$ cat config.mk
export PLATFORM = sky130hd
export DESIGN_NAME = pwm_brm_dac
export DESIGN_NICKNAME = d
export VERILOG_FILES = /design/src/rtl/pwmdac_pkg.sv /design/src/rtl/pwmdac_counter.sv /design/src/rtl/pwmdac_brm_sel.sv /design/src/rtl/pwmdac_channel.sv /design/src/rtl/pwm_brm_dac.sv
export SDC_FILE = /design/constraint.sdc
export NUM_CORES = 1
export LEC_CHECK = 0
export ABC_AREA = 1
export CELL_PAD_IN_SITES_DETAIL_PLACEMENT = 0
export CELL_PAD_IN_SITES_GLOBAL_PLACEMENT = 2
export CORE_AREA = 3 3 110 190
export CTS_CLUSTER_SIZE = 10
export DETAILED_ROUTE_END_ITERATION = 12
export DIE_AREA = 0 0 113 193
export PLACE_DENSITY = 0.76
export SYNTH_ARGS = -nofsm -noshare
export SYNTH_HDL_FRONTEND = slang
export SYNTH_HIERARCHICAL = 1
export SYNTH_SLANG_ARGS = --single-unit
export TNS_END_PERCENT = 1
$ cat constraint.sdc
create_clock -name clk -period 2.9 [get_ports clk]
set_input_delay 0.58 -clock clk [delete_from_list [all_inputs] [get_ports clk]]
set_output_delay 0.58 -clock clk [all_outputs]
set_load 0.03 [all_outputs]
$ cat src/rtl/pwmdac_pkg.sv
package pwmdac_pkg;

    // per-channel control bits
    typedef struct packed {
        logic inv;       // invert the pulse output
        logic lvl_mode;  // drive lvl instead of the pulse train
        logic lvl;       // level in logic mode
    } ch_ctl_t;

    localparam int unsigned DEF_NCH   = 4;
    localparam int unsigned DEF_PW_W  = 6;
    localparam int unsigned DEF_BRM_W = 4;
    localparam int unsigned DEF_CNT_W = 12;

endpackage

$ cat src/rtl/pwmdac_counter.sv
module pwmdac_counter #(
    parameter int unsigned CNT_W = 12,
    parameter int unsigned PW_W  = 6,
    parameter int unsigned BRM_W = 4
) (
    input  logic             clk,
    input  logic             rst,
    output logic [CNT_W-1:0] cnt,
    output logic [PW_W-1:0]  nxt_pw,
    output logic [BRM_W-1:0] nxt_slot
);

    typedef struct packed {
        logic [CNT_W-1:0] cnt;
    } st_t;

    st_t s_d, s_q;

    always_comb begin
        s_d     = s_q;
        s_d.cnt = s_q.cnt + CNT_W'(1);
    end

    always_ff @(posedge clk) begin
        if (rst) s_q <= '0;
        else     s_q <= s_d;
    end

    assign cnt      = s_q.cnt;
    assign nxt_pw   = s_d.cnt[PW_W-1:0];
    assign nxt_slot = s_d.cnt[PW_W+BRM_W-1:PW_W];

endmodule

$ cat src/rtl/pwmdac_brm_sel.sv
module pwmdac_brm_sel #(
    parameter int unsigned BRM_W = 4
) (
    input  logic [BRM_W-1:0] weight,
    input  logic [BRM_W-1:0] slot,
    output logic             extra
);

    logic [BRM_W-1:0] hit;

    // weight bit (BRM_W-1-i) owns the slots whose low i+1 bits are 1 followed by i zeros
    for (genvar i = 0; i < BRM_W; i++) begin : g_lane
        localparam logic [BRM_W-1:0] MASK = BRM_W'((1 << (i + 1)) - 1);
        localparam logic [BRM_W-1:0] PICK = BRM_W'(1 << i);
        assign hit[i] = weight[BRM_W-1-i] && ((slot & MASK) == PICK);
    end

    assign extra = |hit;

endmodule

$ cat src/rtl/pwmdac_channel.sv
module pwmdac_channel
    import pwmdac_pkg::*;
#(
    parameter  int unsigned PW_W   = 6,
    parameter  int unsigned BRM_W  = 4,
    localparam int unsigned CODE_W = PW_W + BRM_W,
    localparam int unsigned WID_W  = PW_W + 1
) (
    input  logic              clk,
    input  logic              rst,
    input  logic              wr_en,
    input  logic [CODE_W-1:0] wr_code,
    input  ch_ctl_t           wr_ctl,
    input  logic [PW_W-1:0]   nxt_pw,
    input  logic [BRM_W-1:0]  nxt_slot,
    output logic              dac_pin,
    output logic              raw,
    output logic [CODE_W-1:0] act_code,
    output logic [WID_W-1:0]  width,
    output logic              lvl_mode,
    output logic              lvl
);

    typedef struct packed {
        logic [CODE_W-1:0] shadow;  // last written code
        logic [CODE_W-1:0] active;  // code of the running period
        logic [WID_W-1:0]  width;   // high clocks in the running period
        logic              raw;     // pulse level before polarity
        ch_ctl_t           ctl;
        logic              pin;
    } st_t;

    st_t  s_d, s_q;
    logic brm_extra;

    pwmdac_brm_sel #(.BRM_W(BRM_W)) u_brm (
        .weight (s_q.shadow[BRM_W-1:0]),
        .slot   (nxt_slot),
        .extra  (brm_extra)
    );

    always_comb begin
        s_d = s_q;
        if (wr_en) begin
            s_d.shadow = wr_code;
            s_d.ctl    = wr_ctl;
        end
        if (nxt_pw == '0) begin
            // period start: adopt the pending code and raise if width is nonzero
            s_d.active = s_q.shadow;
            s_d.width  = {1'b0, s_q.shadow[CODE_W-1:BRM_W]} + WID_W'(brm_extra);
            s_d.raw    = (s_d.width != '0);
        end else if ({1'b0, nxt_pw} == s_q.width) begin
            s_d.raw = 1'b0;
        end
        s_d.pin = s_q.ctl.lvl_mode ? s_q.ctl.lvl : (s_d.raw ^ s_q.ctl.inv);
    end

    always_ff @(posedge clk) begin
        if (rst) s_q <= '0;
        else     s_q <= s_d;
    end

    assign dac_pin  = s_q.pin;
    assign raw      = s_q.raw;
    assign act_code = s_q.active;
    assign width    = s_q.width;
    assign lvl_mode = s_q.ctl.lvl_mode;
    assign lvl      = s_q.ctl.lvl;

endmodule

$ cat src/rtl/pwm_brm_dac.sv
module pwm_brm_dac
    import pwmdac_pkg::*;
#(
    parameter  int unsigned NCH    = DEF_NCH,
    parameter  int unsigned PW_W   = DEF_PW_W,
    parameter  int unsigned BRM_W  = DEF_BRM_W,
    parameter  int unsigned CNT_W  = DEF_CNT_W,
    localparam int unsigned CODE_W = PW_W + BRM_W,
    localparam int unsigned WID_W  = PW_W + 1,
    localparam int unsigned CH_W   = (NCH > 1) ? $clog2(NCH) : 1
) (
    input  logic              clk,
    input  logic              rst,
    input  logic              wr_en,
    input  logic [CH_W-1:0]   wr_ch,
    input  logic [CODE_W-1:0] wr_code,
    input  logic              wr_inv,
    input  logic              wr_lvl_mode,
    input  logic              wr_lvl,
    output logic [NCH-1:0]    dac_out
);

    logic [CNT_W-1:0]      cnt_q;
    logic [PW_W-1:0]       nxt_pw;
    logic [BRM_W-1:0]      nxt_slot;
    logic [NCH-1:0]        raw_vec;
    logic [NCH-1:0]        mode_vec;
    logic [NCH-1:0]        lvl_vec;
    logic [NCH*CODE_W-1:0] act_flat;
    logic [NCH*WID_W-1:0]  width_flat;
    ch_ctl_t               wr_ctl;

    assign wr_ctl = '{inv: wr_inv, lvl_mode: wr_lvl_mode, lvl: wr_lvl};

    pwmdac_counter #(.CNT_W(CNT_W), .PW_W(PW_W), .BRM_W(BRM_W)) u_cnt (
        .clk      (clk),
        .rst      (rst),
        .cnt      (cnt_q),
        .nxt_pw   (nxt_pw),
        .nxt_slot (nxt_slot)
    );

    for (genvar g = 0; g < NCH; g++) begin : g_ch
        logic sel;
        assign sel = wr_en && (wr_ch == CH_W'(g));

        pwmdac_channel #(.PW_W(PW_W), .BRM_W(BRM_W)) u_ch (
            .clk      (clk),
            .rst      (rst),
            .wr_en    (sel),
            .wr_code  (wr_code),
            .wr_ctl   (wr_ctl),
            .nxt_pw   (nxt_pw),
            .nxt_slot (nxt_slot),
            .dac_pin  (dac_out[g]),
            .raw      (raw_vec[g]),
            .act_code (act_flat[g*CODE_W +: CODE_W]),
            .width    (width_flat[g*WID_W +: WID_W]),
            .lvl_mode (mode_vec[g]),
            .lvl      (lvl_vec[g])
        );
    end

endmodule

==> flow_metrics.env <==
export IMPL_status="completed"
export IMPL_drt_pass1_iterations=4
export IMPL_worst_path_max_delay_cell="dfxtp_1"
export IMPL_grt_max_degree=35
export IMPL_instances_no_fill=1012
export IMPL_p_leak_nw=2.555
export IMPL_clock_fmax_ghz=0.3766
export IMPL_path_clk_slew_ns=0.07
export IMPL_crit_buf_inv=4
export IMPL_syn_inst=754
export IMPL_via_count=4397
export IMPL_reg2reg_depth=20
export IMPL_cp_top_family="simple AND/OR/NAND/NOR gates"
export IMPL_drive_above_1_share_pct=12.19
export IMPL_hold_viol=0
export IMPL_min_to="g_ch[1].u_ch/width[6]"
export IMPL_grt_overflow=0
export IMPL_drt_total_wl_um=13610
export IMPL_cts_buffers=9
export IMPL_hold_path_cell_count=2
export IMPL_crit_path_end_kind="flop"
export IMPL_ys_warn_count=6
export IMPL_cp_required_ns=3.15
export IMPL_netlist_area_um2=5067
export IMPL_combinationalPowerShare_pct=15.4
export IMPL_p_int_mw=2.272
export IMPL_path_class="flop to flop"
export IMPL_multiInputGateArea_um2=2510
export IMPL_syn_area_per_cell_um2=6.721
export IMPL_cts_tree="built"
export IMPL_maxCapViolCount=0
export IMPL_path_cells="ha_2 -> nand3_2 -> nor2_4 -> xnor2_2 -> inv_1 -> buf_12 -> nor2_2 -> inv_1 -> nand2_1 -> nand2_1 -> ha_1 -> ha_4 -> xnor2_2 -> nand3_1 -> nor2_2 -> nand3_2 -> nand3_1 -> nand3_1 -> nand2_1 -> inv_1"
export IMPL_pwr_share_seq_pct=47.2
export IMPL_cts_root_buffer="clkbuf_16"
export IMPL_skew_ns=0.008078
export IMPL_vias_per_cell=4.345
export IMPL_dieWidth_um=113
export IMPL_io_pins=22
export IMPL_drtIter0Drc=117
export IMPL_hp_start="g_ch[1].u_ch/width[6]"
export IMPL_holdWs_ns=0.4525
export IMPL_period_share_pct=91.55
export IMPL_coreArea_um2=19450
export IMPL_period_needed_ns=2.655
export IMPL_cts_setup_buffers=0
export IMPL_detail_route_wl_per_cell_um=13.45
export IMPL_die_area_um2=21810
export IMPL_utilization_pct=30.34
export IMPL_reg2reg_to="g_ch[2].u_ch/dac_pin"
export IMPL_total_power_mw=3.148
export IMPL_antenna_cells=0
export IMPL_regArea_um2=1962
export IMPL_netSwitchingFraction_pct=27.82
export IMPL_drc=0
export IMPL_die_y_um=193
export IMPL_holdCritPathClass="flop to flop"
export IMPL_antenna_left=0
export IMPL_gp_congestion=0.7694
export IMPL_cts_max_path_buffers=2
export IMPL_portBuffers=21
export IMPL_final_setup_viol_count=0
export IMPL_grt_pass1_vias=4310
export IMPL_initial_core_util_pct=26.06
export IMPL_fin_setup_tns_ns=0
export IMPL_dp_cells=997
export IMPL_area_growth_pct=16.44
export IMPL_reg2reg_slack_ns=0.24
export IMPL_path_max_fanout=12
export IMPL_cts_max_level=3
export IMPL_antenna_found_initial=0
export IMPL_cp_start_kind="flop"
export IMPL_slowest_delay_ns=0.35
export IMPL_peakVddDrop_uv=289.4
export IMPL_syn_nets=781
export IMPL_max_slew_margin_pct=65.33
export IMPL_hold_buffers=0
export IMPL_rr_startpoint="u_cnt/cnt[0]"
export IMPL_grt_pass1_wl_um=22220
export IMPL_hpwl_um=10220
export IMPL_cts_resized=0
export IMPL_rows=67
export IMPL_clkPwrFrac_pct=37.4
export IMPL_worstMarginPinSlew_ns=0.5195
export IMPL_cts_sinks=98
export IMPL_layout_nets=794
export IMPL_final_fill_count=2198
export IMPL_grtUsageTotal_pct=13.27
export IMPL_clk_latency_ns=0.35
export IMPL_slew_viol_final=0
export IMPL_power_density_nw_per_um2=533.4
export IMPL_switching_power_uw=875.6
export IMPL_arrival_ns=2.91
stage by stage:
stage / area (um2) / worst slack [ns]
4_1_cts: 5826 / 0.05814
3_5_place_dp: 5535 / 0.07349
6_report: 5901 / 0.2449
3_3_place_gp: 5535 / 0.1346
5_1_grt: 5901 / -0.02042
2_1_floorplan: 5067 / 0.3225
state kept, by name, summed over array words and instances, names as in the netlist:
signal / flops
g_ch.u_ch/dac_pin: 4
g_ch.u_ch/lvl: 4
g_ch.u_ch/lvl_mode: 4
g_ch.u_ch/raw: 4
g_ch.u_ch/s_q: 44
g_ch.u_ch/width: 28
u_cnt/cnt: 10
worst min-delay path: cells and delay by family, from the launching register on:
family                 cells  cell delay, ns
AO/OA/AOI/OAI              1            0.05
buffers and inverters      1            0.06
flip-flops                 1            0.30
cell usage in the layout (no fill, tap or decap):
cell type	count
o21ai_0	72
nand2_1	149
xor2_1	5
nand3_2	6
nand4_4	4
ha_2	4
clkbuf_8	3
inv_2	9
nor2_4	2
clkbuf_16	9
buf_4	14
nor2_2	18
o211ai_1	4
clkinv_1	4
xnor2_1	1
nand3b_1	1
inv_1	110
a21oi_1	46
nand4_1	5
clkdlybuf4s50_1	21
clkinv_4	1
nor3_1	2
nor2_1	110
nand2_2	9
buf_12	2
clkinv_2	4
ha_1	3
dfxtp_1	98
ha_4	2
nand3_1	38
clkinvlp_4	2
a211oi_1	8
xnor2_2	5
how the worst max path moves through the flow:
| stage | from | endpoint | slack [ns] | cells past startpoint |
|---|---|---|---|---|
| after floorplan | u_cnt/cnt[0] | g_ch[0].u_ch/dac_pin | 0.32 | 20 |
| after global placement | u_cnt/cnt[0] | g_ch[0].u_ch/dac_pin | 0.13 | 21 |
| after detailed placement | u_cnt/cnt[0] | g_ch[0].u_ch/dac_pin | 0.07 | 21 |
| after CTS | u_cnt/cnt[0] | g_ch[0].u_ch/dac_pin | 0.06 | 21 |
| after global routing | u_cnt/cnt[0] | g_ch[0].u_ch/dac_pin | -0.02 | 20 |
| final | u_cnt/cnt[0] | g_ch[2].u_ch/dac_pin | 0.24 | 20 |
power groups by stage:
stage / registers [mW] / clock network (mW) / logic (mW)
5_1_grt: 1.50 / 1.27 / 0.563
6_report: 1.49 / 1.18 / 0.486
3_5_place_dp: 1.52 / 0 / 0.495
4_1_cts: 1.48 / 1.22 / 0.496
3_3_place_gp: 1.51 / 0 / 0.494
2_1_floorplan: 1.52 / 0 / 0.337
metal layers:
metal	part of all wire [%]	GRT usage, %
met5	0	0
met4	1.7	4.304
met3	1.7	1.811
met2	55	25.50
met1	42	14.87
area by class of cell:
cell class	count	area share, %
Inverter	127	8.164
Multi-Input combinational cell	494	42.54
Sequential cell	98	33.25
Timing Repair Buffer	37	6.022
Clock buffer	12	4.517
Tap cell	241	5.110
Clock inverter	3	0.4029
Note: power is estimated with default switching activity, not from simulation.
